## config.mk

```make
export PLATFORM = sky130hd
export DESIGN_NAME = blk_protect_ctrl
export DESIGN_NICKNAME = d
export VERILOG_FILES = /design/src/rtl/bp_pkg.sv /design/src/rtl/bp_addr_dec.sv /design/src/rtl/bp_lock_cell.sv /design/src/rtl/blk_protect_ctrl.sv
export SDC_FILE = /design/constraint.sdc
export NUM_CORES = 1
export LEC_CHECK = 0
export CORE_MARGIN = 2
export CORE_UTILIZATION = 49
export CTS_CLUSTER_DIAMETER = 30
export DETAILED_ROUTE_END_ITERATION = 10
export PLACE_DENSITY = 0.9
export SLEW_MARGIN = 20
export SYNTH_ARGS = -nofsm -noshare
export SYNTH_HDL_FRONTEND = slang
export SYNTH_SLANG_ARGS = --single-unit
```

## constraint.sdc

```tcl
create_clock -name clk -period 5.6 [get_ports clk]
set_input_delay 1.4 -clock clk [delete_from_list [all_inputs] [get_ports clk]]
set_output_delay 1.4 -clock clk [all_outputs]
set_load 0.1 [all_outputs]
```

## src/rtl/bp_pkg.sv

```systemverilog
// Shared types for the block write-protection controller.
// Assumes the command code width is fixed at two bits.
package bp_pkg;
    typedef enum logic [1:0] {
        OP_NONE   = 2'b00,
        OP_LOCK   = 2'b01,
        OP_UNLOCK = 2'b10,
        OP_DOWN   = 2'b11
    } bp_op_e;
endpackage

```

## src/rtl/bp_addr_dec.sv

```systemverilog
// Maps a word address to an erase-block index, blocks numbered by rising address.
// Assumes the small-block region fills exactly one large-block span.
module bp_addr_dec #(
    parameter int ADDR_W   = 18,
    parameter int MAIN_AW  = 15,
    parameter int PARAM_AW = 12,
    parameter int IDX_W    = 4
) (
    input  logic              boot_top,
    input  logic [ADDR_W-1:0] addr,
    output logic [IDX_W-1:0]  idx
);
    localparam int HI_W  = ADDR_W - MAIN_AW;
    localparam int SUB_W = MAIN_AW - PARAM_AW;
    localparam int NMAIN = (2 ** HI_W) - 1;
    localparam int NPAR  = 2 ** SUB_W;

    logic [HI_W-1:0]  hi;
    logic [SUB_W-1:0] sub;

    assign hi  = addr[ADDR_W-1:MAIN_AW];
    assign sub = addr[MAIN_AW-1:PARAM_AW];

    // Choose the index from the coarse or fine address field per strap.
    always_comb begin
        if (boot_top) begin
            if (&hi) idx = IDX_W'(NMAIN) + IDX_W'(sub);
            else     idx = IDX_W'(hi);
        end else begin
            if (hi == '0) idx = IDX_W'(sub);
            else          idx = IDX_W'(NPAR - 1) + IDX_W'(hi);
        end
    end
endmodule

```

## src/rtl/bp_lock_cell.sv

```systemverilog
// Lock and lock-down state of one erase block.
// Assumes sel is high only when a valid command addresses this block.
module bp_lock_cell
    import bp_pkg::*;
(
    input  logic   clk,
    input  logic   rst_n,
    input  logic   sel,
    input  bp_op_e op,
    input  logic   wp,
    output logic   lock_q,
    output logic   down_q
);
    // Apply a command to this block; lock-down leaves only through reset.
    always_ff @(posedge clk) begin
        if (!rst_n) begin
            lock_q <= 1'b1;
            down_q <= 1'b0;
        end else if (sel) begin
            case (op)
                OP_LOCK:   lock_q <= 1'b1;
                OP_DOWN: begin
                    lock_q <= 1'b1;
                    down_q <= 1'b1;
                end
                OP_UNLOCK: if (!(down_q && !wp)) lock_q <= 1'b0;
                default:   ;
            endcase
        end
    end
endmodule

```

## src/rtl/blk_protect_ctrl.sv

```systemverilog
// Per-block write protection: decodes addresses, keeps per-block lock state,
// and combines it with the write-protect pin and voltage lockout into prog_ok.
// Assumes the strap is static between resets.
module blk_protect_ctrl
    import bp_pkg::*;
#(
    parameter int ADDR_W   = 18,
    parameter int MAIN_AW  = 15,
    parameter int PARAM_AW = 12
) (
    input  logic              clk,
    input  logic              rst_n,
    input  logic              boot_top,
    input  logic              wp,
    input  logic              vpp_low,
    input  logic              cmd_valid,
    input  logic [1:0]        cmd_op,
    input  logic [ADDR_W-1:0] cmd_addr,
    input  logic              req_valid,
    input  logic [ADDR_W-1:0] req_addr,
    output logic              prog_ok,
    input  logic              err_clr,
    output logic              prot_err,
    input  logic [ADDR_W-1:0] qry_addr,
    output logic              qry_lock,
    output logic              qry_down
);
    localparam int NPAR  = 2 ** (MAIN_AW - PARAM_AW);
    localparam int NMAIN = (2 ** (ADDR_W - MAIN_AW)) - 1;
    localparam int NBLK  = NPAR + NMAIN;
    localparam int IDX_W = $clog2(NBLK);
    localparam int NSLOT = 2 ** IDX_W;

    logic [IDX_W-1:0] cmd_idx, req_idx, qry_idx;
    logic [NBLK-1:0]  lock_vec, down_vec;
    logic [NSLOT-1:0] lock_all, down_all;
    bp_op_e           op_e;

    assign op_e = bp_op_e'(cmd_op);

    bp_addr_dec #(.ADDR_W(ADDR_W), .MAIN_AW(MAIN_AW), .PARAM_AW(PARAM_AW), .IDX_W(IDX_W))
        u_dec_cmd (.boot_top(boot_top), .addr(cmd_addr), .idx(cmd_idx));
    bp_addr_dec #(.ADDR_W(ADDR_W), .MAIN_AW(MAIN_AW), .PARAM_AW(PARAM_AW), .IDX_W(IDX_W))
        u_dec_req (.boot_top(boot_top), .addr(req_addr), .idx(req_idx));
    bp_addr_dec #(.ADDR_W(ADDR_W), .MAIN_AW(MAIN_AW), .PARAM_AW(PARAM_AW), .IDX_W(IDX_W))
        u_dec_qry (.boot_top(boot_top), .addr(qry_addr), .idx(qry_idx));

    for (genvar g = 0; g < NBLK; g++) begin : g_cell
        bp_lock_cell u_cell (
            .clk    (clk),
            .rst_n  (rst_n),
            .sel    (cmd_valid && (cmd_idx == IDX_W'(g))),
            .op     (op_e),
            .wp     (wp),
            .lock_q (lock_vec[g]),
            .down_q (down_vec[g])
        );
    end

    // Pad state to a power of two so every index value selects a bit; spare slots read locked.
    always_comb begin
        lock_all           = '1;
        down_all           = '0;
        lock_all[NBLK-1:0] = lock_vec;
        down_all[NBLK-1:0] = down_vec;
    end

    // Allow a request only for an unlocked, unheld block with programming voltage present.
    assign prog_ok  = req_valid && !vpp_low && !lock_all[req_idx]
                      && !(down_all[req_idx] && !wp);
    assign qry_lock = lock_all[qry_idx];
    assign qry_down = down_all[qry_idx];

    // Sticky error: a refusal sets it, and setting ranks above clearing.
    always_ff @(posedge clk) begin
        if (!rst_n)                      prot_err <= 1'b0;
        else if (req_valid && !prog_ok)  prot_err <= 1'b1;
        else if (err_clr)                prot_err <= 1'b0;
    end
endmodule


```

==> Word level (Yosys, flattened, before mapping) <==
Cells that the tools add are included.
{ "word_totals": {"ff_bits": 31, "inputBits": 64, "out_inout_bits": 4, "elab_cells": 200} }
{ "classes": {"addsub": 6, "magnitude_cmp": 2, "n_eq_ne": 32, "mux": 49, "n_reduce_logical": 80} }
{ "op_table": {"columns": ["cell", "count"], "rows": [
  ["AND reduction 3 bit", 18],
  ["2-to-1 mux 4 bit", 9],
  ["logical AND 1 bit", 35],
  ["!= test 2 bit, second input constant", 15],
  ["case mux 1 bit (2 select lines)", 15],
  ["AND reduction 2 bit", 15],
  ["equality test 4 bit, second input constant", 7],
  ["adder 3 x 3 -> 4 bit, first input constant", 6],
  ["2-to-1 mux 1 bit", 21],
  ["binary-select mux 1 bit (select 4 bit)", 4],
  ["equality test 4 x 3 -> 1 bit, second input constant", 4],
  ["less-than comparator 4 x 5 -> 1 bit, second input constant", 2],
  ["zero test 3 bit", 3],
  ["equality test 4 x 2 -> 1 bit, second input constant", 2],
  ["zero test 1 bit", 5],
  ["equality test 2 bit, second input constant", 2],
  ["equality test 4 x 1 -> 1 bit, second input constant", 1],
  ["zero test 4 bit", 1],
  ["nonzero test 2 bit", 2],
  ["equality test 2 x 1 -> 1 bit, second input constant", 1],
  ["OR reduction 2 bit", 1]
]} }

==> Longest topological paths before layout <==
Gate-level depths: netlist (run 1).
{ "logic_depth": {"ltp_word": 11, "depth_mapped": 11, "ltp_nobuf": 10} }

==> By module <==
Synthesis (run 1) repeated with hierarchy kept, for this count alone.
{ "unflattened": {"cells_unflattened": 311, "area_unflattened_um2": 2582.5} }
{ "by_module_without_submodules": {"columns": ["mod", "n_inst", "cells_per_inst", "area_per_inst_um2", "seq_area_each_um2"], "rows": [
  ["bp_lock_cell", 15, 9, 76.3, 40.0],
  ["blk_protect_ctrl", 1, 80, 724.4, 20.0],
  ["bp_addr_dec", 3, 32, 237.7, 0.0]
]} }

==> Least setup slack after synthesis (run 1) <==
Ideal clock, no wire load.
{ "synth_path": {"path_type": "input to output", "start": "input qry_addr[15]", "end": "output qry_lock", "t_arrival_ns": 4.492, "required_ns": 4.200, "setup_slack_ns": -0.292, "path_stages": 10, "path_buffers": 1, "cell_sequence": "inv_1 -> ha_1 -> nor2b_4 -> a211oi_1 -> a21oi_1 -> a21o_2 -> buf_6 -> mux2i_1 -> a211o_2 -> a31oi_1"} }
{ "synth_between": {"elab_chain_cells": 5, "word_cells_on_any_way": 8, "cone_classes": "add/sub: 1; mux: 5; reduce/logical: 2"} }
{ "synth_lines": {"columns": ["item", "line_no", "rtl"], "rows": [
  ["start: declaration", "blk_protect_ctrl.sv:24", "input logic [ADDR_W-1:0] qry_addr,"],
  ["adder 3 x 3 -> 4 bit (tied with other cells)", "bp_addr_dec.sv:31", "else idx = IDX_W'(NPAR - 1) + IDX_W'(hi);"],
  ["2-to-1 mux 4 bit, on equally long branches", "bp_addr_dec.sv:30, bp_addr_dec.sv:27", null],
  ["2-to-1 mux 4 bit *", "bp_addr_dec.sv:26", "if (boot_top) begin"],
  ["binary-select mux 1 bit (select 4 bit) *", "blk_protect_ctrl.sv:71", "assign qry_lock = lock_all[qry_idx];"],
  ["2-to-1 mux 1 bit (implied by the code) *", "blk_protect_ctrl.sv:71", null],
  ["end: declaration", "blk_protect_ctrl.sv:25", "output logic qry_lock,"]
]} }
Mark *: on every way between the ends. The rest lies on a longest branch, timed or not. The select of a mux whose other input is x is not followed.

==> Final worst setup path (run 1) <==
{ "layout_path": {"start": "input req_addr[15]", "end": "output prog_ok"} }
{ "layout_between": {"elab_chain_cells": 8, "word_cells_on_any_way": 15, "cone_classes": "add/sub: 1; mux: 7; reduce/logical: 7"} }
{ "layout_lines": {"columns": ["item", "line_no", "rtl"], "rows": [
  ["start: declaration", "blk_protect_ctrl.sv:20", "input logic [ADDR_W-1:0] req_addr,"],
  ["adder 3 x 3 -> 4 bit (tied with other cells)", "bp_addr_dec.sv:31", null],
  ["2-to-1 mux 4 bit, on equally long branches", "bp_addr_dec.sv:30, bp_addr_dec.sv:27", null],
  ["2-to-1 mux 4 bit *", "bp_addr_dec.sv:26", null],
  ["binary-select mux 1 bit (select 4 bit), on equally long branches", "blk_protect_ctrl.sv:69, blk_protect_ctrl.sv:70", null],
  ["2-to-1 mux 1 bit, on equally long branches", "blk_protect_ctrl.sv:69, blk_protect_ctrl.sv:70", null],
  ["zero test 1 bit or logical AND 1 bit (tied branches)", "blk_protect_ctrl.sv:69, blk_protect_ctrl.sv:70", null],
  ["logical AND 1 bit or zero test 1 bit (tied branches)", "blk_protect_ctrl.sv:69, blk_protect_ctrl.sv:70", null],
  ["logical AND 1 bit *", "blk_protect_ctrl.sv:70", "&& !(down_all[req_idx] && !wp);"],
  ["end: declaration", "blk_protect_ctrl.sv:21", "output logic prog_ok,"]
]} }
Marked as above.

==> key figures, run 1 <==
Status
  • Status: complete, no violations

Critical path
  • Kind of end point of the critical path: output port
  • Arrival time at the worst endpoint: 4140 ps
  • Critical R2R Capture: prot_err
  • Worst r2r src: g_cell[6].u_cell.lock_q
  • Reg2reg path depth: 5
  • Worst Path Max Fanout: 8
  • FF-to-FF setup slack: 4050 ps
  • CP required: 4200 ps
  • Critical Path Source: req_addr[15]
  • CP startpoint kind: primary input
  • CP Class: in -> out

Placement
  • I/O Buffers: 31
  • Cell area after placement: 3000 µm²
  • Placer Congestion: 0.887
  • # placed instances: 416
  • Detail Placement HPWL: 5.00 mm
  • Pre-CTS WS: 30.6 ps

STA
  • F_max: 180 MHz
  • Clock Skew: 5.24 ps
  • Setup TNS Final: 0 ps
  • Final min period: 5540 ps
  • Max-slew violations: 0
  • Slew Limit Headroom: 0.359
  • Final setup fails: 0
  • Post-route clock period utilization: 0.990
  • Worst-margin pin slew: 959 ps
  • Final Hold Viols: 0
  • Worst setup margin: 58.2 ps

Final layout
  • Area grow syn2layout: 23.2%
  • Final cell count without fillers: 428
  • Final core occ: 0.625
  • Share of layout cells above drive strength 1: 0.126
  • Layout Nets: 433
  • Final std cell area, no fill: 3170 µm²
  • Diode count: 0
  • Fillers: 446

Routing
  • Drt first pass iters: 5
  • DRT antenna net count: 0
  • Initial DRC Count: 350
  • Via density: 6.04
  • Detailed-route via count: 2584
  • Final WL: 6.88 mm
  • Residual DRC: 0
  • DR WL/cell: 16.1 µm

Die
  • Die area: 5850 µm²
  • Die Y: 76.5 µm
  • Core footprint: 5070 µm²
  • Initial Utilization: 0.507
  • Ports: 68
  • Die width: 76.5 µm
  • Site row count: 26

Synthesis
  • Xor-xnor portion of the synthesized cell area: 0.0102
  • Post-Synth Adder-Cell Area: 0.0583
  • Mapped Nets: 394
  • Main flop type after synthesis: dfxtp_1
  • Cells after Synth: 318
  • Sequential share of the synthesized area: 0.241
  • Fraction of registers with async set/reset: 0
  • Synth Area in Compound Gates: 0.284
  • Yosys reg bits: 31
  • Mux share of post-synthesis cell area: 0.157
  • YS warnings: 0
  • Post-synth EDFFs: 0
  • Main combinational cell family by area after synthesis: compound AO/OA/AOI/OAI gates
  • Cell Area, Synth: 2570 µm²
  • Post-Synth Simple-Gate Area: 0.169
  • Synth Area per Inst: 8.10 µm²
  • Synth cell types: 53

Power
  • Peak supply drop: 0.142 mV
  • P_leak: 1.23 nW
  • Cell area power density: 186 nW/µm²

Clock tree
  • H-tree levels: 2
  • Max clock buf depth: 2
  • Worst-skew pair later-pin latency: 290 ps
  • Clk root buf: clkbuf_8
  • CTS buffer count: 5
  • CTS tree: built
  • Clk pin slew, worst setup/hold paths: 70 ps
  • CTS Sinks: 31

GRT
  • GRT Max-Usage Layer: met2
  • Vias in the first global route: 2467
  • M2 GR Usage: 0.416
  • Initial antenna violation count: 0
  • Largest net degree at the start of global routing: 33
  • Grt met1 use: 0.293
  • GRT Residual Overflow: 0
  • First-pass GRT wire length: 11.3 mm
  • Met3 global-route usage: 0.0509
  • Global Route Usage Sum: 0.235

Worst hold path
  • HP Start: prot_err
  • Hold Crit Class: reg -> reg
  • Hold Crit Depth: 2
  • Hold Crit Endpoint: prot_err

Job
  • Max Cap Violations: 0
==> cell usage after synthesis (3+ instances only) <==
cell / count / area share
a211oi_1: 4 / 0.012
nand3_1: 9 / 0.017
and2_1: 3 / 0.0073
a22oi_1: 3 / 0.0087
o211ai_1: 17 / 0.050
o21a_1: 15 / 0.044
nand2_1: 27 / 0.039
xnor2_1: 3 / 0.010
mux2i_1: 19 / 0.074
a21oi_1: 4 / 0.0078
nor2_1: 27 / 0.039
dfxtp_1: 31 / 0.24
inv_1: 31 / 0.045
nor2b_1: 6 / 0.015
nor3_1: 5 / 0.0097
ha_1: 12 / 0.058
o21ai_0: 41 / 0.080
buf_6: 4 / 0.017
clkbuf_1: 7 / 0.010
mux4_1: 6 / 0.061
nand2b_1: 3 / 0.0073
a31oi_1: 4 / 0.0097
==> per-stage QoR <==
stage                     hold slack (ps)  power [W]
after floorplan                       454   0.000345
after global placement                465   0.000396
final                                 481   0.000589
after global routing                  522   0.000620
after detailed placement              474   0.000402
after CTS                             483   0.000576
==> worst max-delay path, stage by stage <==
cell	delay (ps)
clkdlybuf4s50_1	560
inv_1	110
ha_1	260
and3b_1	210
o22ai_2	220
nand2_4	130
buf_4	210
mux2i_1	200
mux2i_1	150
a22oi_1	200
and4bb_2	310
buf_12	180
==> sequential cells by signal, summed over array words and instances, names as in the netlist <==
name and count:
g_cell.u_cell.lock_q 15, g_cell.u_cell.down_q 15, prot_err 1
==> placed cells by master, fill, tap and decap left out, drive strengths merged, types with 2 or more instances in the layout <==
master,n
a211oi,5
a21oi,5
a221oi,2
a22oi,3
a311o,2
a31oi,4
and2,3
and3b,2
buf,18
clkbuf,6
clkdlybuf4s50,25
dfxtp,31
dlymetal6s2s,2
ha,12
inv,32
mux2i,19
mux4,8
nand2,28
nand2b,3
nand3,9
nor2,27
nor2b,8
nor3,5
o211ai,17
o21a,15
o21ai,43
o21bai,2
xnor2,3
==> kinds of logic after synthesis <==
logic type                 Yosys count
AOI/OAI and AO/OA                  109
and+or+nand+nor                     90
buffers and inverters               45
DFF                                 31
muxes                               28
adders and majority gates           12
xor gates and xnor gates             3
==> where the power goes <==
part           total [W]  internal (W)  switching, W
logic           0.000185     0.0000801      0.000104
registers       0.000227      0.000224    0.00000314
clock network   0.000177     0.0000868     0.0000899
==> routing by layer <==
metal | vias up | routed length, µm
li1 | 1241 | -
met1 | 1227 | 2820
met2 | 100 | 3440
met3 | 16 | 472
met4 | 0 | 147
met5 | - | 0
==> what timing repair did <==
action                                  in CTS  in global routing
gates resized for setup                      0                 13
hold buffers                                 0                  0
endpoints found under the setup margin       0                  3
buffers inserted                             0                  4
==> worst max path at each step <==
stage | endpoint | cells past startpoint | slack, ps
finish | prog_ok | 12 | 60
CTS | qry_down | 11 | 30
global route | prog_ok | 12 | -50
floorplan | qry_lock | 10 | 370
global placement | qry_down | 11 | 50
detailed placement | qry_down | 11 | 30
==> area by class of cell <==
| class | count | area [µm²] | share of cell area |
|---|---|---|---|
| clock buffer | 6 | 72.6 | 0.0229 |
| clock inverter | 2 | 12.5 | 0.00394 |
| inverter | 32 | 123 | 0.0387 |
| multi-input combinational | 242 | 1800 | 0.567 |
| sequential | 31 | 621 | 0.196 |
| tap | 70 | 87.6 | 0.0276 |
| timing repair buffer | 45 | 458 | 0.144 |
(Power assumes the default switching activity.)
==> run 2: changes to the inputs <==
--- a/config.mk
+++ b/config.mk
@@ -10,7 +10,7 @@
 export CTS_CLUSTER_DIAMETER = 30
 export DETAILED_ROUTE_END_ITERATION = 10
 export PLACE_DENSITY = 0.9
-export SLEW_MARGIN = 20
+export SLEW_MARGIN = 15
 export SYNTH_ARGS = -nofsm -noshare
 export SYNTH_HDL_FRONTEND = slang
 export SYNTH_SLANG_ARGS = --single-unit
==> results of run 2 <==
No change in the layout: final DEF, timing and power equal those of run 1.
